--- config.mk ---
export PLATFORM = sky130hd
export DESIGN_NAME = draw_coalescer
export DESIGN_NICKNAME = d
export VERILOG_FILES = /design/src/rtl/draw_coalesce_pkg.sv /design/src/rtl/coalesce_rst_sync.sv /design/src/rtl/coalesce_tracker.sv /design/src/rtl/coalesce_cmd_slot.sv /design/src/rtl/coalesce_side_regs.sv /design/src/rtl/draw_coalescer.sv
export SDC_FILE = /design/constraint.sdc
export NUM_CORES = 1
export LEC_CHECK = 0
export BUFFER_PORTS_ARGS = -buffer_cell sky130_fd_sc_hd__buf_2
export CORE_MARGIN = 3
export CORE_UTILIZATION = 35
export DETAILED_ROUTE_END_ITERATION = 8
export GPL_ROUTABILITY_DRIVEN = 0
export PLACE_DENSITY_LB_ADDON = 0.05
export SETUP_SLACK_MARGIN = 0.5
export SYNTH_ARGS = -nofsm -noshare
export SYNTH_HDL_FRONTEND = slang
export SYNTH_HIERARCHICAL = 1
export SYNTH_SLANG_ARGS = --single-unit
--- constraint.sdc ---
create_clock -name clk -period 9.56 [get_ports clk]
set_input_delay 0.956 -clock clk [delete_from_list [all_inputs] [get_ports clk]]
set_output_delay 0.956 -clock clk [all_outputs]
set_load 0.005 [all_outputs]
--- src/rtl/draw_coalesce_pkg.sv ---
package draw_coalesce_pkg;

  typedef enum logic [2:0] {
    K_OTHER  = 3'd0,
    K_BEGIN  = 3'd1,
    K_END    = 3'd2,
    K_VCOUNT = 3'd3,
    K_ICOUNT = 3'd4,
    K_MEND   = 3'd5
  } meth_kind_e;

  typedef enum logic [1:0] {
    M_UNDEF = 2'd0,
    M_ARRAY = 2'd1,
    M_INDEX = 2'd2
  } draw_mode_e;

endpackage

--- src/rtl/coalesce_rst_sync.sv ---
module coalesce_rst_sync #(
  parameter int STAGES = 2
) (
  input  logic clk,
  input  logic rst_n,
  output logic rst_n_sync
);
  logic [STAGES-1:0] chain_q;

  always_ff @(posedge clk or negedge rst_n) begin
    if (!rst_n) chain_q <= '0;
    else        chain_q <= {chain_q[STAGES-2:0], 1'b1};
  end

  assign rst_n_sync = chain_q[STAGES-1];
endmodule

--- src/rtl/coalesce_tracker.sv ---
module coalesce_tracker
  import draw_coalesce_pkg::*;
#(
  parameter int COUNT_W = 32,
  parameter int INST_W  = 16
) (
  input  logic               clk,
  input  logic               rst_n,
  input  logic               accept,
  input  meth_kind_e         kind,
  input  logic [COUNT_W-1:0] arg,
  input  logic               inst_next,
  input  logic               inst_cont,
  output logic               flush,
  output draw_mode_e         flush_mode,
  output logic [COUNT_W-1:0] flush_count,
  output logic [INST_W-1:0]  flush_inst,
  output logic               flush_err
);
  localparam logic [INST_W-1:0] ONE = INST_W'(1);

  draw_mode_e          mode_q, mode_d;
  logic [COUNT_W-1:0]  cnt_q, cnt_d;
  logic [INST_W-1:0]   inst_q, inst_d;
  logic [INST_W-1:0]   endc_q, endc_d;
  logic                imode_q, imode_d;
  logic                pend_q, pend_d;

  logic       is_cnt, active, merge, start;
  draw_mode_e want_mode;

  always_comb begin
    is_cnt    = (kind == K_VCOUNT) || (kind == K_ICOUNT);
    want_mode = (kind == K_ICOUNT) ? M_INDEX : M_ARRAY;
    active    = (mode_q != M_UNDEF);
    merge     = is_cnt && active && (mode_q == want_mode) && (arg == cnt_q)
                && imode_q && pend_q;
    flush     = accept && active &&
                ((is_cnt && !merge) || (kind == K_OTHER) || (kind == K_MEND));
    start     = is_cnt && !active && pend_q;
  end

  assign flush_mode  = mode_q;
  assign flush_count = cnt_q;
  assign flush_inst  = inst_q;
  assign flush_err   = (inst_q != endc_q);

  always_comb begin
    mode_d  = mode_q;
    cnt_d   = cnt_q;
    inst_d  = inst_q;
    endc_d  = endc_q;
    imode_d = imode_q;
    pend_d  = pend_q;
    if (accept) begin
      if (flush) begin
        mode_d  = M_UNDEF;
        cnt_d   = '0;
        inst_d  = '0;
        endc_d  = '0;
        imode_d = 1'b0;
        pend_d  = 1'b0;
      end else if (kind == K_BEGIN) begin
        imode_d = inst_next || inst_cont;
        pend_d  = 1'b1;
      end else if (kind == K_END) begin
        endc_d  = endc_q + ONE;
      end else if (start) begin
        mode_d  = want_mode;
        cnt_d   = arg;
        inst_d  = ONE;
        endc_d  = '0;
        pend_d  = 1'b0;
      end else if (merge) begin
        inst_d  = inst_q + ONE;
        pend_d  = 1'b0;
      end
    end
  end

  always_ff @(posedge clk or negedge rst_n) begin
    if (!rst_n) begin
      mode_q  <= M_UNDEF;
      cnt_q   <= '0;
      inst_q  <= '0;
      endc_q  <= '0;
      imode_q <= 1'b0;
      pend_q  <= 1'b0;
    end else if (accept) begin
      mode_q  <= mode_d;
      cnt_q   <= cnt_d;
      inst_q  <= inst_d;
      endc_q  <= endc_d;
      imode_q <= imode_d;
      pend_q  <= pend_d;
    end
  end
endmodule

--- src/rtl/coalesce_cmd_slot.sv ---
module coalesce_cmd_slot
  import draw_coalesce_pkg::*;
#(
  parameter int COUNT_W = 32,
  parameter int INST_W  = 16
) (
  input  logic               clk,
  input  logic               rst_n,
  input  logic               load,
  input  draw_mode_e         ld_mode,
  input  logic [COUNT_W-1:0] ld_count,
  input  logic [INST_W-1:0]  ld_inst,
  input  logic               ld_err,
  input  logic               ready,
  output logic               valid,
  output draw_mode_e         mode,
  output logic [COUNT_W-1:0] count,
  output logic [INST_W-1:0]  inst,
  output logic               err
);
  logic valid_d;

  always_comb begin
    if (load)                valid_d = 1'b1;
    else if (valid && ready) valid_d = 1'b0;
    else                     valid_d = valid;
  end

  always_ff @(posedge clk or negedge rst_n) begin
    if (!rst_n) valid <= 1'b0;
    else        valid <= valid_d;
  end

  always_ff @(posedge clk or negedge rst_n) begin
    if (!rst_n) begin
      mode  <= M_UNDEF;
      count <= '0;
      inst  <= '0;
      err   <= 1'b0;
    end else if (load) begin
      mode  <= ld_mode;
      count <= ld_count;
      inst  <= ld_inst;
      err   <= ld_err;
    end
  end
endmodule

--- src/rtl/coalesce_side_regs.sv ---
module coalesce_side_regs
  import draw_coalesce_pkg::*;
#(
  parameter int COUNT_W = 32
) (
  input  logic               clk,
  input  logic               rst_n,
  input  logic               accept,
  input  meth_kind_e         kind,
  input  logic [COUNT_W-1:0] arg,
  input  logic               inst_next,
  input  logic               inst_cont,
  input  logic               flush,
  input  draw_mode_e         flush_mode,
  output logic [COUNT_W-1:0] vtx_q,
  output logic [COUNT_W-1:0] idx_q,
  output logic               fwd_q,
  output logic [COUNT_W-1:0] fwd_data_q,
  output logic               illegal_q
);
  logic [COUNT_W-1:0] vtx_d, idx_d;
  logic               fwd_d, illegal_d;

  always_comb begin
    vtx_d = vtx_q;
    idx_d = idx_q;
    if (accept && kind == K_VCOUNT) vtx_d = arg;
    if (accept && kind == K_ICOUNT) idx_d = arg;
    if (flush && flush_mode == M_ARRAY) vtx_d = '0;
    if (flush && flush_mode == M_INDEX) idx_d = '0;
    fwd_d     = accept && (kind == K_OTHER);
    illegal_d = accept && (kind == K_BEGIN) && inst_next && inst_cont;
  end

  always_ff @(posedge clk or negedge rst_n) begin
    if (!rst_n) begin
      vtx_q     <= '0;
      idx_q     <= '0;
      fwd_q     <= 1'b0;
      illegal_q <= 1'b0;
    end else begin
      vtx_q     <= vtx_d;
      idx_q     <= idx_d;
      fwd_q     <= fwd_d;
      illegal_q <= illegal_d;
    end
  end

  always_ff @(posedge clk or negedge rst_n) begin
    if (!rst_n)       fwd_data_q <= '0;
    else if (fwd_d)   fwd_data_q <= arg;
  end
endmodule

--- src/rtl/draw_coalescer.sv ---
module draw_coalescer
  import draw_coalesce_pkg::*;
#(
  parameter int COUNT_W = 32,
  parameter int INST_W  = 16
) (
  input  logic               clk,
  input  logic               rst_n,
  input  logic               in_valid,
  output logic               in_ready,
  input  logic [2:0]         in_kind,
  input  logic [COUNT_W-1:0] in_arg,
  input  logic               inst_next,
  input  logic               inst_cont,
  output logic               cmd_valid,
  input  logic               cmd_ready,
  output logic [1:0]         cmd_mode,
  output logic [COUNT_W-1:0] cmd_count,
  output logic [INST_W-1:0]  cmd_instances,
  output logic               cmd_end_mismatch,
  output logic               fwd_valid,
  output logic [COUNT_W-1:0] fwd_data,
  output logic               illegal_inst,
  output logic [COUNT_W-1:0] vtx_count,
  output logic [COUNT_W-1:0] idx_count
);
  logic               rst_n_s;
  logic               accept;
  meth_kind_e         kind;
  logic               flush;
  draw_mode_e         fl_mode, slot_mode;
  logic [COUNT_W-1:0] fl_count;
  logic [INST_W-1:0]  fl_inst;
  logic               fl_err;

  coalesce_rst_sync #(.STAGES(2)) u_rst (
    .clk(clk), .rst_n(rst_n), .rst_n_sync(rst_n_s)
  );

  assign kind     = meth_kind_e'(in_kind);
  assign in_ready = rst_n_s && !cmd_valid;
  assign accept   = in_valid && in_ready;

  coalesce_tracker #(.COUNT_W(COUNT_W), .INST_W(INST_W)) u_trk (
    .clk(clk), .rst_n(rst_n_s), .accept(accept), .kind(kind), .arg(in_arg),
    .inst_next(inst_next), .inst_cont(inst_cont), .flush(flush),
    .flush_mode(fl_mode), .flush_count(fl_count), .flush_inst(fl_inst),
    .flush_err(fl_err)
  );

  coalesce_cmd_slot #(.COUNT_W(COUNT_W), .INST_W(INST_W)) u_slot (
    .clk(clk), .rst_n(rst_n_s), .load(flush), .ld_mode(fl_mode),
    .ld_count(fl_count), .ld_inst(fl_inst), .ld_err(fl_err),
    .ready(cmd_ready), .valid(cmd_valid), .mode(slot_mode),
    .count(cmd_count), .inst(cmd_instances), .err(cmd_end_mismatch)
  );

  assign cmd_mode = slot_mode;

  coalesce_side_regs #(.COUNT_W(COUNT_W)) u_side (
    .clk(clk), .rst_n(rst_n_s), .accept(accept), .kind(kind), .arg(in_arg),
    .inst_next(inst_next), .inst_cont(inst_cont), .flush(flush),
    .flush_mode(fl_mode), .vtx_q(vtx_count), .idx_q(idx_count),
    .fwd_q(fwd_valid), .fwd_data_q(fwd_data), .illegal_q(illegal_inst)
  );
endmodule

* Yosys cells after proc, flatten, opt, wreduce, memory -nomap -nowiden
Index checks and enable logic that the tools add are counted.
** Word-level totals
- Flip-flop bits (word level) :: 220
- Bits in latches :: 0
- RAM bits :: 0
- Bits in read-only memories :: 0
- Input port bits :: 41
- Output and inout bits :: 151
- Word-level logic and storage cells :: 106
- Memories :: 0
** Operators by class
- Add/subtract/negate cells :: 2
- $mul :: 0
- Div/mod/pow operators :: 0
- $lt $le $gt $ge :: 0
- Equality and inequality tests :: 13
- Shift-type cells :: 0
- Multiplexer cells :: 31
- Bitwise operators :: 0
- Reductions and logical operators :: 43
** Operator list (count)
- 32-bit two-way mux :: 8
- 16-bit two-way mux :: 9
- 16-bit by 1-bit adder with 16-bit output, second input constant :: 2
- 32-bit == test :: 1
- 1-bit logical AND :: 21
- 16-bit != test :: 1
- 2-bit nonzero test :: 6
- 2-bit two-way mux :: 5
- 1-bit two-way mux :: 9
- 4-bit AND reduction :: 2
- 3-bit by 2-bit == test with 1-bit output, second input constant :: 2
- 3-bit == test, second input constant :: 2
- 3-bit AND reduction :: 2
- 3-bit nonzero test :: 2
- 1-bit logical OR :: 4
- 2-bit by 1-bit != test with 1-bit output, second input constant :: 2
- 4-bit nonzero test :: 1
- 3-bit by 1-bit == test with 1-bit output, second input constant :: 1
- 1-bit logical NOT :: 3
- 3-bit logical NOT :: 1
- 3-bit by 1-bit != test with 1-bit output, second input constant :: 1
- 2-bit by 1-bit == test with 1-bit output, second input constant :: 1
- 2-bit == test :: 1
- 2-bit == test, second input constant :: 1
- 2-bit AND reduction :: 1

* Logic depth before layout (Yosys ltp)
- Word-level depth :: 14
- Depth in mapped cells :: 11
- Depth with buffers taken out :: 8

* Cells and area by module
The synthesis kept the hierarchy.
** By module, submodules not included
- coalesce_tracker :: instances 1, cells each 469, area an instance 4191.5 sq um, sequential area each 1701.6 sq um
- coalesce_side_regs :: instances 1, cells each 358, area an instance 3857.4 sq um, sequential area each 2452.4 sq um
- coalesce_cmd_slot :: instances 1, cells each 111, area an instance 2182.1 sq um, sequential area each 1301.2 sq um
- coalesce_rst_sync :: instances 1, cells each 3, area an instance 53.8 sq um, sequential area each 50.0 sq um
- draw_coalescer :: instances 1, cells each 2, area an instance 15.0 sq um, sequential area each 0.0 sq um

* Worst setup path after synthesis
OpenSTA, ideal clock, no wires.
- Kind :: register to register
- From :: reg u_rst.chain_q[1]
- To :: reg u_trk.inst_q[4], in the netlist u_trk/flush_inst[4]
- Arrival time :: 7.353 ns
- Setup slack :: 2.125 ns
- Cell stages (with the launch flop) :: 10
- Period minus slack after synthesis :: 7.435 ns
- Cells stage by stage :: dfrtp_1 > and3b_1 > o21ai_0 > o311ai_0 > o211ai_1 > or2_2 > clkbuf_1 > o21bai_1 > buf_2 > o22ai_1
** Between the ends
- Word-level cells in the longest chain between the ends :: 6
** Ends and longest elaborated chain
- start: declaration :: RTL line coalesce_rst_sync.sv:8 : logic [STAGES-1:0] chain_q;
- start signal: assignment :: RTL line coalesce_rst_sync.sv:12 : else chain_q <= {chain_q[STAGES-2:0], 1'b1};
- 1-bit logical AND * :: RTL line draw_coalescer.sv:41 : assign in_ready = rst_n_s && !cmd_valid;
- 1-bit logical AND * :: RTL line draw_coalescer.sv:42 : assign accept = in_valid && in_ready;
- via accept :: RTL line draw_coalescer.sv:28 : logic accept;
- 1-bit logical AND (2 in a row) :: RTL line coalesce_tracker.sv:38 : flush = accept && active &&
- 2-bit by 1-bit != test with 1-bit output (no source line) / 3-bit nonzero test (equally long branches)
- 4-bit AND reduction (no source line)
- end signal: assignment :: RTL line coalesce_tracker.sv:92 : inst_q <= inst_d;
- end: declaration :: RTL line coalesce_tracker.sv:24 : logic [INST_W-1:0] inst_q, inst_d;
The timed path passes the listed nets; every way through them passes the cells marked *.
A chain may end at the register's enable or synchronous reset.

* Worst setup path in the final report
- From :: in in_kind[1]
- To :: reg u_slot.inst[9]
** Between the ends
- Word-level cells in the longest chain between the ends :: 12
** Ends and longest elaborated chain
- start: declaration :: RTL line draw_coalescer.sv:11 : input logic [2:0] in_kind,
- 3-bit == test / 3-bit by 2-bit == test with 1-bit output (equally long branches) :: RTL line coalesce_tracker.sv:33, coalesce_tracker.sv:34
- 2-bit two-way mux / 1-bit logical OR (equally long branches) :: RTL line coalesce_tracker.sv:34, coalesce_tracker.sv:33
- 2-bit == test / 1-bit logical AND (equally long branches) :: RTL line coalesce_tracker.sv:36 : merge = is_cnt && active && (mode_q == want_mode) && (arg == cnt_q)
- 1-bit logical AND (2 in a row) :: RTL line coalesce_tracker.sv:36
- 1-bit logical AND (2 in a row) :: RTL line coalesce_tracker.sv:37 : && imode_q && pend_q;
- 1-bit logical NOT :: RTL line coalesce_tracker.sv:39 : ((is_cnt && !merge) || (kind == K_OTHER) || (kind == K_MEND));
- 1-bit logical AND :: RTL line coalesce_tracker.sv:39
- 1-bit logical OR :: RTL line coalesce_tracker.sv:39
- 1-bit logical OR * :: RTL line coalesce_tracker.sv:39
- 1-bit logical AND * :: RTL line coalesce_tracker.sv:38
- via flush :: RTL line draw_coalescer.sv:30 : logic flush;
- end signal: assignment :: RTL line coalesce_cmd_slot.sv:43 : inst <= ld_inst;
- end: declaration :: RTL line coalesce_cmd_slot.sv:18 : output logic [INST_W-1:0] inst,
Marked as above.

==> results_dict.tcl <==
set metrics [dict create \
    ir_drop_v 0.000158 \
    synth_cell_types 56 \
    cts_made_buffers 27 \
    fin_crit_sh_pct 43.7 \
    wl_per_cell_um 19.4 \
    route.met2.wl_um 13400 \
    clk_path_buf_depth 3 \
    crit_required_ns 9.96 \
    cts.sinks 220 \
    syn_nets 986 \
    initial_utilization_pct 35.7 \
    ys_ff_latch 220 \
    die_x_um 178 \
    setup_viol 0 \
    tightest_slew_ns 1.09 \
    rows 62 \
    postSynth.asyncResetShare_pct 100 \
    avgSynthCellArea_sq_um 10.9 \
    arrival_ns 4.58 \
    drc_errors 0 \
    hold_class "in2async" \
    pwr_density_cell_mw_per_mm2 257 \
    synth_edf_count 0 \
    ys.flop_type "dfrtp_1" \
    grt-ovfl-total 0 \
    clk_latency_ns 0.52 \
    grt_max_degree 165 \
    p_leak_nw 5.77 \
    drv_cap 0 \
    n_antenna_cell 0 \
    core-area_sq_mm 0.0289 \
    maxSlewHeadroom_pct 27.2 \
    htreeDepth 1 \
    track_usage_pct 18.5 \
    port_buffers 191 \
    yosysWarnings 6 \
    first_pass_iters 4 \
    setup_slack_ns 5.38 \
    die_y_um 178 \
    period_needed_ns 4.18 \
    die_area_sq_mm 0.0315 \
    route.detailed.vias_per_inst 4.95 \
    ys_seq_area_share_pct 53.4 \
    first_global_vias 7550 \
    fmax_ghz 0.239 \
    p_total_mw 3.17 \
    layout-drive-gt1-share_pct 30.4 \
    tritoncts "built" \
    path_clk_slew_ns 0.06 \
    final_nets 1158 \
    worstPathMaxFanout 54 \
    grt_pass1_wl_um 45900 \
    dp_slack_ns 4.85 \
    antenna_found_initial 0 \
    synth_top_area_share_pct 53.4 \
    root_buffer "clkbuf_16" \
    yosys.area.top_type "dfrtp_1" \
    critPathKind "in2reg" \
    wl_met3_um 1700 \
    cp-start-kind "input pin" \
    wl_um 29300 \
    rsz0062_at_grt "false" \
    dr.first_iter.drc_count 423 \
    top_layer_used "met4" \
    postCtsHoldBufs 0 \
    synth.area.top_cells "dfrtp_1 (53%), mux2_4 (7.1%), nand2_1 (5.8%)" \
    dp_hpwl_um 19200 \
    area_growth_pct 19.5 \
    antenna_left 0 \
    fin_tns_setup_ns 0 \
    syn_inst 943 \
    vias 7483 \
    clock_skew_ns 0.0125 \
    hold_ws_ns 0.219 \
    cts_resized 0 \
    hold_viol_final 0 \
    wl_met1_um 13600 \
    io_pins 192 \
    status "complete, no violations" \
    crit_path_end_kind "register" \
    cts_setup_buffers 0 \
    syn_area_sq_mm 0.0103 \
    final_util_pct 42.7 \
    slew_violations 0 \
]
==> flip-flops by register name, indices dropped and copies added, names as in the netlist, 16 cells and up <==
register / cells
u_side/idx_q: 32
u_side/fwd_data_q: 32
u_side/vtx_q: 32
u_trk/endc_q: 16
u_trk/flush_inst: 16
u_slot/count: 32
u_slot/inst: 16
u_trk/flush_count: 32
==> layer usage <==
metal,track usage (%),vias up
li1,-,3581
met4,3.96,0
met5,0,-
met2,29.2,184
met1,26.4,3681
met3,3.98,37
==> cells in the final DEF (no fill, tap or decap), drive strengths merged, types with 2 or more instances in the layout <==
cell type and n:
inv 54, and3 7, o22ai 13, or2 5
nand4b 2, nor4 14, or3b 2, xor2 45
buf 204, a21oi 68, ha 2, nand3 12
o21ai 53, o31ai 16, a21o 2, nand2b 4
mux2 83, nor3 3, and3b 2, o21a 2
mux2i 34, nand4 12, clkbuf 41, a211oi 14
o311ai 2, dfrtp 220, nand2 160, o211ai 2
xnor2 4, nor2 20, nand3b 2, clkinv 2
o21bai 3, and2 2, a31oi 5, or3 3
==> synthesized netlist by cell type, drive strengths merged (3+ instances only) <==
master,instances
a211oi,14
a21oi,68
a31oi,5
and3,7
buf,35
clkbuf,26
dfrtp,220
inv,54
mux2,83
mux2i,34
nand2,160
nand2b,4
nand3,12
nand4,12
nor2,20
nor3,3
nor4,14
o21ai,53
o21bai,3
o22ai,13
o31ai,16
or2,5
or3,3
xnor2,4
xor2,45
==> critical path, stage by stage <==
cell       delay (ns)
buf_2            0.21
or3b_4           0.47
a2111oi_2        0.45
nand4_1          0.20
nor4_4           0.62
buf_4            0.66
nor2_4           0.05
buf_4            0.45
mux2_4           0.43
==> final cells by class <==
cell class                      instances  area (sq um)
Inverter                               54           203
Timing Repair Buffer                  204          1070
Sequential cell                       220          5510
Multi-Input combinational cell        608          4220
Clock inverter                          2          13.8
Fill cell                            2840         16500
Clock buffer                           41           818
Tap cell                              384           480
==> final timing paths <==
check                                                   end  cells after the start  slack [ns]                               from
worst min-delay path             u_rst/chain_q[1]$_DFF_PN0_                      1        0.22                              rst_n
min in group clk                 u_rst/chain_q[1]$_DFF_PN0_                      0        0.35         u_rst/chain_q[0]$_DFF_PN0_
worst max register to register   u_slot/inst[9]$_DFFE_PN0P_                      8        5.74  u_trk/flush_count[28]$_DFFE_PN0P_
worst max-delay path             u_slot/inst[9]$_DFFE_PN0P_                      9        5.38                         in_kind[1]
worst min register to register   u_rst/chain_q[1]$_DFF_PN0_                      0        0.35         u_rst/chain_q[0]$_DFF_PN0_
max in group asynchronous       u_trk/endc_q[5]$_DFFE_PN0P_                      1        7.69         u_rst/chain_q[1]$_DFF_PN0_
==> stage by stage <==
step,std cells,area (sq um)
2_1_floorplan,943,10300
3_3_place_gp,1470,11500
3_5_place_dp,1470,11500
4_1_cts,1513,12300
5_1_grt,1513,12300
6_report,1513,12300
==> report_power, final <==
part	internal [mW]	switching (mW)
clock network	0.580	0.380
logic	0.426	0.347
registers	1.21	0.224
total	2.22	0.951
==> kinds of logic after synthesis <==
family | Yosys count | synth area share (%)
AND/OR/NAND/NOR | 257 | 11.7
AO/OA/AOI/OAI | 181 | 10.1
adder cells (fa/ha/maj) | 3 | 0.340
other | 1 | 0.0364
flip-flops | 220 | 53.4
XOR/XNOR | 49 | 4.17
buffers and inverters | 115 | 5.96
multiplexers | 117 | 14.2
No activity file was read; power rests on OpenSTA's default activity.
